==> config.mk <==
export PLATFORM = sky130hd
export DESIGN_NAME = packed_srl
export DESIGN_NICKNAME = d
export VERILOG_FILES = /design/src/rtl/psr_pkg.sv /design/src/rtl/psr_decode.sv /design/src/rtl/psr_lane_shift.sv /design/src/rtl/packed_srl.sv
export SDC_FILE = /design/constraint.sdc
export NUM_CORES = 1
export LEC_CHECK = 0
export ABC_AREA = 1
export BUFFER_PORTS_ARGS = -buffer_cell sky130_fd_sc_hd__clkbuf_2
export CORE_ASPECT_RATIO = 0.7
export CORE_MARGIN = 4
export CORE_UTILIZATION = 35
export DETAILED_ROUTE_END_ITERATION = 10
export GPL_TIMING_DRIVEN = 1
export PLACE_DENSITY = 0.54
export SETUP_SLACK_MARGIN = 0.3
export SLEW_MARGIN = 20
export SYNTH_ARGS = -nofsm -noshare
export SYNTH_HDL_FRONTEND = slang
export SYNTH_SLANG_ARGS = --single-unit
==> constraint.sdc <==
create_clock -name clk -period 2.7 [get_ports clk]
set_input_delay 0.27 -clock clk [delete_from_list [all_inputs] [get_ports clk]]
set_output_delay 0.27 -clock clk [all_outputs]
set_load 0.01 [all_outputs]
==> src/rtl/psr_pkg.sv <==
package psr_pkg;
    localparam int WORD_W = 64;
    localparam int IMM_W  = 8;

    typedef enum logic [1:0] {
        LM_NONE = 2'd0,
        LM_16   = 2'd1,
        LM_32   = 2'd2,
        LM_64   = 2'd3
    } lane_mode_e;

    typedef struct packed {
        logic       ok;
        lane_mode_e mode;
        logic       use_imm;
    } dec_t;
endpackage

==> src/rtl/psr_decode.sv <==
module psr_decode
    import psr_pkg::*;
#(
    parameter logic [7:0] ESC     = 8'h0F,
    parameter logic [3:0] REG_HI  = 4'hD,
    parameter logic [3:0] IMM_HI  = 4'h7,
    parameter logic [2:0] IMM_REG = 3'd2
) (
    input  logic [7:0] esc_byte,
    input  logic [7:0] op_byte,
    input  logic [2:0] reg_fld,
    output dec_t       dec
);
    logic esc_hit, low_hit, reg_form, imm_form;

    always_comb begin
        esc_hit  = (esc_byte == ESC);
        // low nibble must be 1..3: the two low bits name the lane width
        low_hit  = (op_byte[3:2] == 2'b00) && (op_byte[1:0] != 2'b00);
        reg_form = esc_hit && low_hit && (op_byte[7:4] == REG_HI);
        imm_form = esc_hit && low_hit && (op_byte[7:4] == IMM_HI)
                   && (reg_fld == IMM_REG);
        dec         = '0;
        dec.ok      = reg_form || imm_form;
        dec.use_imm = imm_form;
        dec.mode    = dec.ok ? lane_mode_e'(op_byte[1:0]) : LM_NONE;
    end
endmodule

==> src/rtl/psr_lane_shift.sv <==
module psr_lane_shift #(
    parameter int DATA_W = 64,
    parameter int LANE_W = 16
) (
    input  logic [DATA_W-1:0] data,
    input  logic [DATA_W-1:0] cnt,
    output logic [DATA_W-1:0] res
);
    localparam int N_LANES = DATA_W / LANE_W;
    localparam int SH_W    = $clog2(LANE_W);

    logic over;
    // any bit at or above the lane-width exponent makes the count too large
    assign over = |cnt[DATA_W-1:SH_W];

    for (genvar g = 0; g < N_LANES; g++) begin : g_lane
        assign res[g*LANE_W +: LANE_W] =
            over ? '0 : (data[g*LANE_W +: LANE_W] >> cnt[SH_W-1:0]);
    end
endmodule

==> src/rtl/packed_srl.sv <==
module packed_srl
    import psr_pkg::*;
#(
    parameter int DATA_W = psr_pkg::WORD_W,
    parameter int IMM_W  = psr_pkg::IMM_W
) (
    input  logic              clk,
    input  logic              rst_n,
    input  logic [7:0]        esc_byte,
    input  logic [7:0]        op_byte,
    input  logic [2:0]        reg_fld,
    input  logic [DATA_W-1:0] data_in,
    input  logic [DATA_W-1:0] cnt_in,
    input  logic [IMM_W-1:0]  imm_in,
    output logic [DATA_W-1:0] res_out,
    output logic              res_ok
);
    localparam int N_MODES = 3;

    typedef struct packed {
        logic              ok;
        logic [DATA_W-1:0] res;
    } st_t;

    dec_t              dec;
    logic [DATA_W-1:0] cnt_eff;
    logic [DATA_W-1:0] cand [N_MODES];
    st_t               st_d, st_q;

    psr_decode u_dec (
        .esc_byte (esc_byte),
        .op_byte  (op_byte),
        .reg_fld  (reg_fld),
        .dec      (dec)
    );

    assign cnt_eff = dec.use_imm ? {{(DATA_W-IMM_W){1'b0}}, imm_in} : cnt_in;

    // index 0: quarter-width lanes, 1: half-width, 2: full width
    for (genvar m = 0; m < N_MODES; m++) begin : g_mode
        psr_lane_shift #(
            .DATA_W (DATA_W),
            .LANE_W (DATA_W >> (N_MODES - 1 - m))
        ) u_sh (
            .data (data_in),
            .cnt  (cnt_eff),
            .res  (cand[m])
        );
    end

    always_comb begin
        st_d    = '0;
        st_d.ok = dec.ok;
        unique case (dec.mode)
            LM_16:   st_d.res = cand[0];
            LM_32:   st_d.res = cand[1];
            LM_64:   st_d.res = cand[2];
            default: st_d.res = '0;
        endcase
    end

    always_ff @(posedge clk) begin
        if (!rst_n) st_q <= '0;
        else        st_q <= st_d;
    end

    assign res_out = st_q.res;
    assign res_ok  = st_q.ok;
endmodule

Yosys cells after proc, flatten, opt, wreduce, memory -nomap -nowiden
Index checks and enable logic that the tools add are counted.
{"block": "op_classes", "eq_ne": 7, "shift": 7, "mux": 10, "reduce_logical": 11}
{"op": "$pmux 64 s3", "count": 1}
{"op": "$mux 64", "count": 2}
{"op": "$mux 16", "count": 4}
{"op": "$mux 32", "count": 2}
{"op": "$shr 16x4->16", "count": 4}
{"op": "$shr 32x5->32", "count": 2}
{"op": "$shr 64x6->64", "count": 1}
{"op": "$reduce_or 60->1", "count": 1}
{"op": "$reduce_or 59->1", "count": 1}
{"op": "$reduce_or 58->1", "count": 1}
{"op": "$eq 8x4->1 const B", "count": 1}
{"op": "$logic_and 1x1->1", "count": 5}
{"op": "$eq 2x2->1 const B", "count": 2}
{"op": "$eq 4x3->1 const B", "count": 1}
{"op": "$eq 4x4->1 const B", "count": 1}
{"op": "$eq 3x2->1 const B", "count": 1}
{"op": "$eq 2x1->1 const B", "count": 1}
{"op": "$logic_not 2->1", "count": 1}
{"op": "$mux 2", "count": 1}
{"op": "$reduce_bool 2->1", "count": 1}
{"op": "$logic_or 1x1->1", "count": 1}
{"block": "word_totals", "regBits": 65, "in_bits": 157, "out_inout_bits": 65, "wordCells": 37}

Logic depth before layout (Yosys ltp)
{"block": "depth", "word_depth": 9, "ltp_mapped": 21, "ltp_nobuf": 20}

Hierarchy
From an unflattened synthesis, not the netlist that was laid out.
{"block": "unflattened", "hier_cells": 3075, "hier_area_um2": 15040.7}
{"module": "psr_lane_shift at g_mode[2].u_sh", "n_inst": 1, "cells_per_inst": 959, "area_per_inst_um2": 4262.8, "seq_area_each_um2": 0.0}
{"module": "packed_srl", "n_inst": 1, "cells_per_inst": 627, "area_per_inst_um2": 3980.1, "seq_area_each_um2": 1301.2}
{"module": "psr_lane_shift at g_mode[1].u_sh", "n_inst": 1, "cells_per_inst": 795, "area_per_inst_um2": 3577.2, "seq_area_each_um2": 0.0}
{"module": "psr_lane_shift at g_mode[0].u_sh", "n_inst": 1, "cells_per_inst": 661, "area_per_inst_um2": 3074.2, "seq_area_each_um2": 0.0}
{"module": "psr_decode", "n_inst": 1, "cells_per_inst": 33, "area_per_inst_um2": 146.4, "seq_area_each_um2": 0.0}

Least setup slack after synthesis
OpenSTA, ideal clock, no wires.
{"block": "synth_timing", "kind": "in2reg", "start": "in reg_fld[0]", "end": "reg st_q (netlist bit res_out[0])", "setup_time_ns": 0.128, "t_arrival_ns": 2.056, "required_time_ns": 2.572, "slack_ns": 0.517, "stages": 17, "path_buffers": 2, "cell_sequence": "nand3b_1 -> nor2_4 -> nand3_2 -> buf_4 -> nand2_1 -> nand2_1 -> buf_2 -> o21ai_0 -> nand2_1 -> nand3_1 -> nand3_1 -> nand2_1 -> nand2_1 -> nand2_1 -> nor2_1 -> nor2_1 -> nor2_1"}
{"block": "synth_via", "elab_chain_cells": 6, "elab_cells_between_ends": 18, "classes_between": "eq/ne: 4; shift: 3; mux: 6; reduce/logical: 5"}
{"item": "start, declared", "line": "packed_srl.sv:11", "source": "input logic [2:0] reg_fld,"}
{"item": "$eq 3x2->1 (*)", "line": "psr_decode.sv:22", "source": "&& (reg_fld == IMM_REG);"}
{"item": "$logic_and 1x1->1 (*)", "line": "psr_decode.sv:22"}
{"item": "$mux 64 / $logic_or 1x1->1 (equally long branches)", "line": "packed_srl.sv:37, psr_decode.sv:24"}
{"item": "$shr 64x6->64, or another cell as far along", "line": "psr_lane_shift.sv:18", "source": "over ? '0 : (data[g*LANE_W +: LANE_W] >> cnt[SH_W-1:0]);"}
{"item": "$mux 64, or another cell as far along", "line": "psr_lane_shift.sv:18"}
{"item": "$pmux 64 s3 (*)", "line": "packed_srl.sv:54", "source": "unique case (dec.mode)"}
{"item": "end signal, assigned", "line": "packed_srl.sv:64", "source": "else st_q <= st_d;"}
{"item": "end, declared", "line": "packed_srl.sv:28", "source": "st_t st_d, st_q;"}
Every way passes the cells marked *; elsewhere a longest branch is shown, timed or not.
A chain may end at the register's enable or synchronous reset.

Worst setup path after layout
{"block": "layout_timing", "start": "in op_byte[6]", "end": "reg st_q (netlist bit res_out[5])"}
{"block": "layout_via", "elab_chain_cells": 7, "elab_cells_between_ends": 21, "classes_between": "eq/ne: 5; shift: 3; mux: 6; reduce/logical: 7"}
{"item": "start, declared", "line": "packed_srl.sv:10", "source": "input logic [7:0] op_byte,"}
{"item": "$eq 4x3->1", "line": "psr_decode.sv:21", "source": "imm_form = esc_hit && low_hit && (op_byte[7:4] == IMM_HI)"}
{"item": "$logic_and 1x1->1", "line": "psr_decode.sv:21"}
{"item": "$logic_and 1x1->1", "line": "psr_decode.sv:22"}
{"item": "$mux 64 / $logic_or 1x1->1 (equally long branches)", "line": "packed_srl.sv:37, psr_decode.sv:24"}
{"item": "$shr 64x6->64, or another cell as far along", "line": "psr_lane_shift.sv:18"}
{"item": "$mux 64, or another cell as far along", "line": "psr_lane_shift.sv:18"}
{"item": "$pmux 64 s3 (*)", "line": "packed_srl.sv:54"}
Marked as above.

==> run metrics <==
WS Path Type=primary input to flip-flop; Chip Height=131 µm; Routed Antenna Nets=0; nets=2005; CP arrival=around 2.7 ns; vias in the first global route=10900; Core ar.=21000 µm²; Power per Cell Area=338 nW/µm²; Hold Path Origin=rst_n; Leakage=a little over 6 nW; endpoints failing setup=0; worst-path cell chain=clkbuf_2 > inv_1 > nor2_1 > nand2_1 > nor2_4 > nand3_2 > buf_12 > nand2_1 > o21ai_4 > buf_12 > buf_4 > nand3_1 > nand2_1 > o21ai_0 > nand2_1 > o21ai_0 > nor2_1 > a21oi_1; post-synthesis sequential area ratio=0.171; Synth area leader=nand3_1; final total power=0.00394 W; GRT Resource Usage Total=0.349; DR DRC count=2; Worst path top cell family by delay=simple AND/OR/NAND/NOR gates; failing checks=design-rule violations; wire per inst=21.6 µm; setup ws final=0.282 ns; CP max stage cell=nand2_1; Total Wirelength=46100 µm; 1st-iter DRT viols=1809; Cells after Synth=1489; Period minus WS final=2.42 ns; register bit total from synthesis=65; max_cap viols=0; most frequent CP cell=nand2_1; setup_tns=0 ns; fin crit share=0.895; max incr delay on CP=0.23 ns; GP Congestion=1.06; Area contributors post-synth=nand3_1 28%, nand2_1 27%, dfxtp_1 17%; commonest cells after routing, fill and taps aside=522 x nand2_1, 366 x nand3_1, 221 x clkbuf_2; Unique masters post-synth=37; Mean Syn Cell Area=just over 5 µm²; mapped cell area=7610 µm²; CTS tree=done; pin count of the biggest net entering global routing=approximately 50; Slew HR=0.692; max-slew violations=0; unrepaired setup endpoints after global routing=yes; Final Hold Viols=0; total grt overflow=0; Std-Cell Rows=44; hpwl dp=around 36000 µm; Buf+Inv Stages, Crit Path=5; Synth-to-Final Area Change=53.1%; Sequential Area=around 1300 µm²; Layout fillers=2254; first-pass GRT wire length=65100 µm; Net Count, Synth=roughly 1600; Fmax=414 MHz; Max clock buf depth=2; n_diodes=0; YS warnings=0; clk root buf=clkbuf_16; Critical Path RT=2.95 ns; fraction of layout cells with a size suffix above 1=0.323; vias per cell=around 5.7; die area=about 24000 µm²; dpl ws=-0.128 ns; Max rail drop VDD=0.000358 V; H-tree lvl count=3; Ports=between 200 and 250; Max Fanout on Critical Path=15; clock slew at reported path FFs=~0.06 ns; effective utilization at floorplan=0.362; endpoint type of the worst setup path=flip-flop; TritonRoute pass-1 iters=11; DR vias=~12000; initial antenna violation count=0; multi-input logic area=6080 µm²; worst min-delay path class=primary input to flip-flop; crit path launch type=primary input; status=finished with violations; port buffer count=221; Setup crit start=op_byte[6]; CTS sink count=65; Die W=184 µm; Least-Margin Pin Slew=0.457 ns; clock buffer count from CTS=9; commonest non-fill, non-tap cell in the layout=nand2_1; post-synth top area share=0.276
## metrics by stage
step	area, µm²	hold WS, ns	util	instances
global placement	10400	0.587	0.493	2091
CTS	10800	0.241	0.514	2110
global route	11700	0.362	0.554	2129
finish	11700	0.331	0.554	2129
detailed placement	10400	0.588	0.493	2091
floorplan	7610	0.451	-	1489
## where the power goes
group,leakage (nW),total [W],internal [W],switching [W]
Combinational,5.42,0.00169,0.000631,0.00105
Sequential,0.523,0.000959,0.000959,0.000000000240
Clock,0.151,0.00130,0.000835,0.000464
## flip-flops by register name (all words and copies together) (netlist names)
signal   flops
res_out     64
res_ok       1
## worst paths after layout
kind / end / slack (ns) / depth (start not counted)
setup / recovery: res_out[5] / 0.28 / 18
hold / removal: res_ok / 0.33 / 3
## kinds of logic after synthesis
| logic type | count (synthesis) | share of synthesized area |
|---|---|---|
| AO/OA/AOI/OAI | 117 | 0.0833 |
| buffers and inverters | 180 | 0.101 |
| AND/OR/NAND/NOR | 1127 | 0.645 |
| flip-flops | 65 | 0.171 |
## synth_stat cells (all sizes together)
cell type  number
and2            1
buf            60
o21ai          37
nor4            2
inv            88
o31ai           3
a31oi           1
nand2         560
nand3         422
nor2          111
or3             3
nor3            6
clkbuf         31
o211ai          7
dfxtp          65
clkinv          1
or2             2
nand4          18
nand3b          2
a21oi          67
o41ai           2
## layout make-up
type | count | area share
clock inverters | 6 | 0.00784
flip-flops and latches | 65 | 0.112
repair buffers | 439 | 0.278
inverters | 89 | 0.0301
multi-input cells | 1244 | 0.522
well taps | 276 | 0.0296
clock buffers | 10 | 0.0205
## routing by layer
layer	track usage	vias up	wire length, µm
li1	-	5643	-
met1	0.481	5640	18800
met2	0.544	833	19600
met3	0.0787	121	5770
met4	0.108	0	1860
met5	0	-	0
## what timing repair did
action,in CTS,in global routing
buffers inserted,1,10
gates cloned,2,9
pin swaps,1,14
resized for setup,11,135
hold buffers,0,0
setup endpoints to repair,10,64
(Power assumes the default switching activity.)
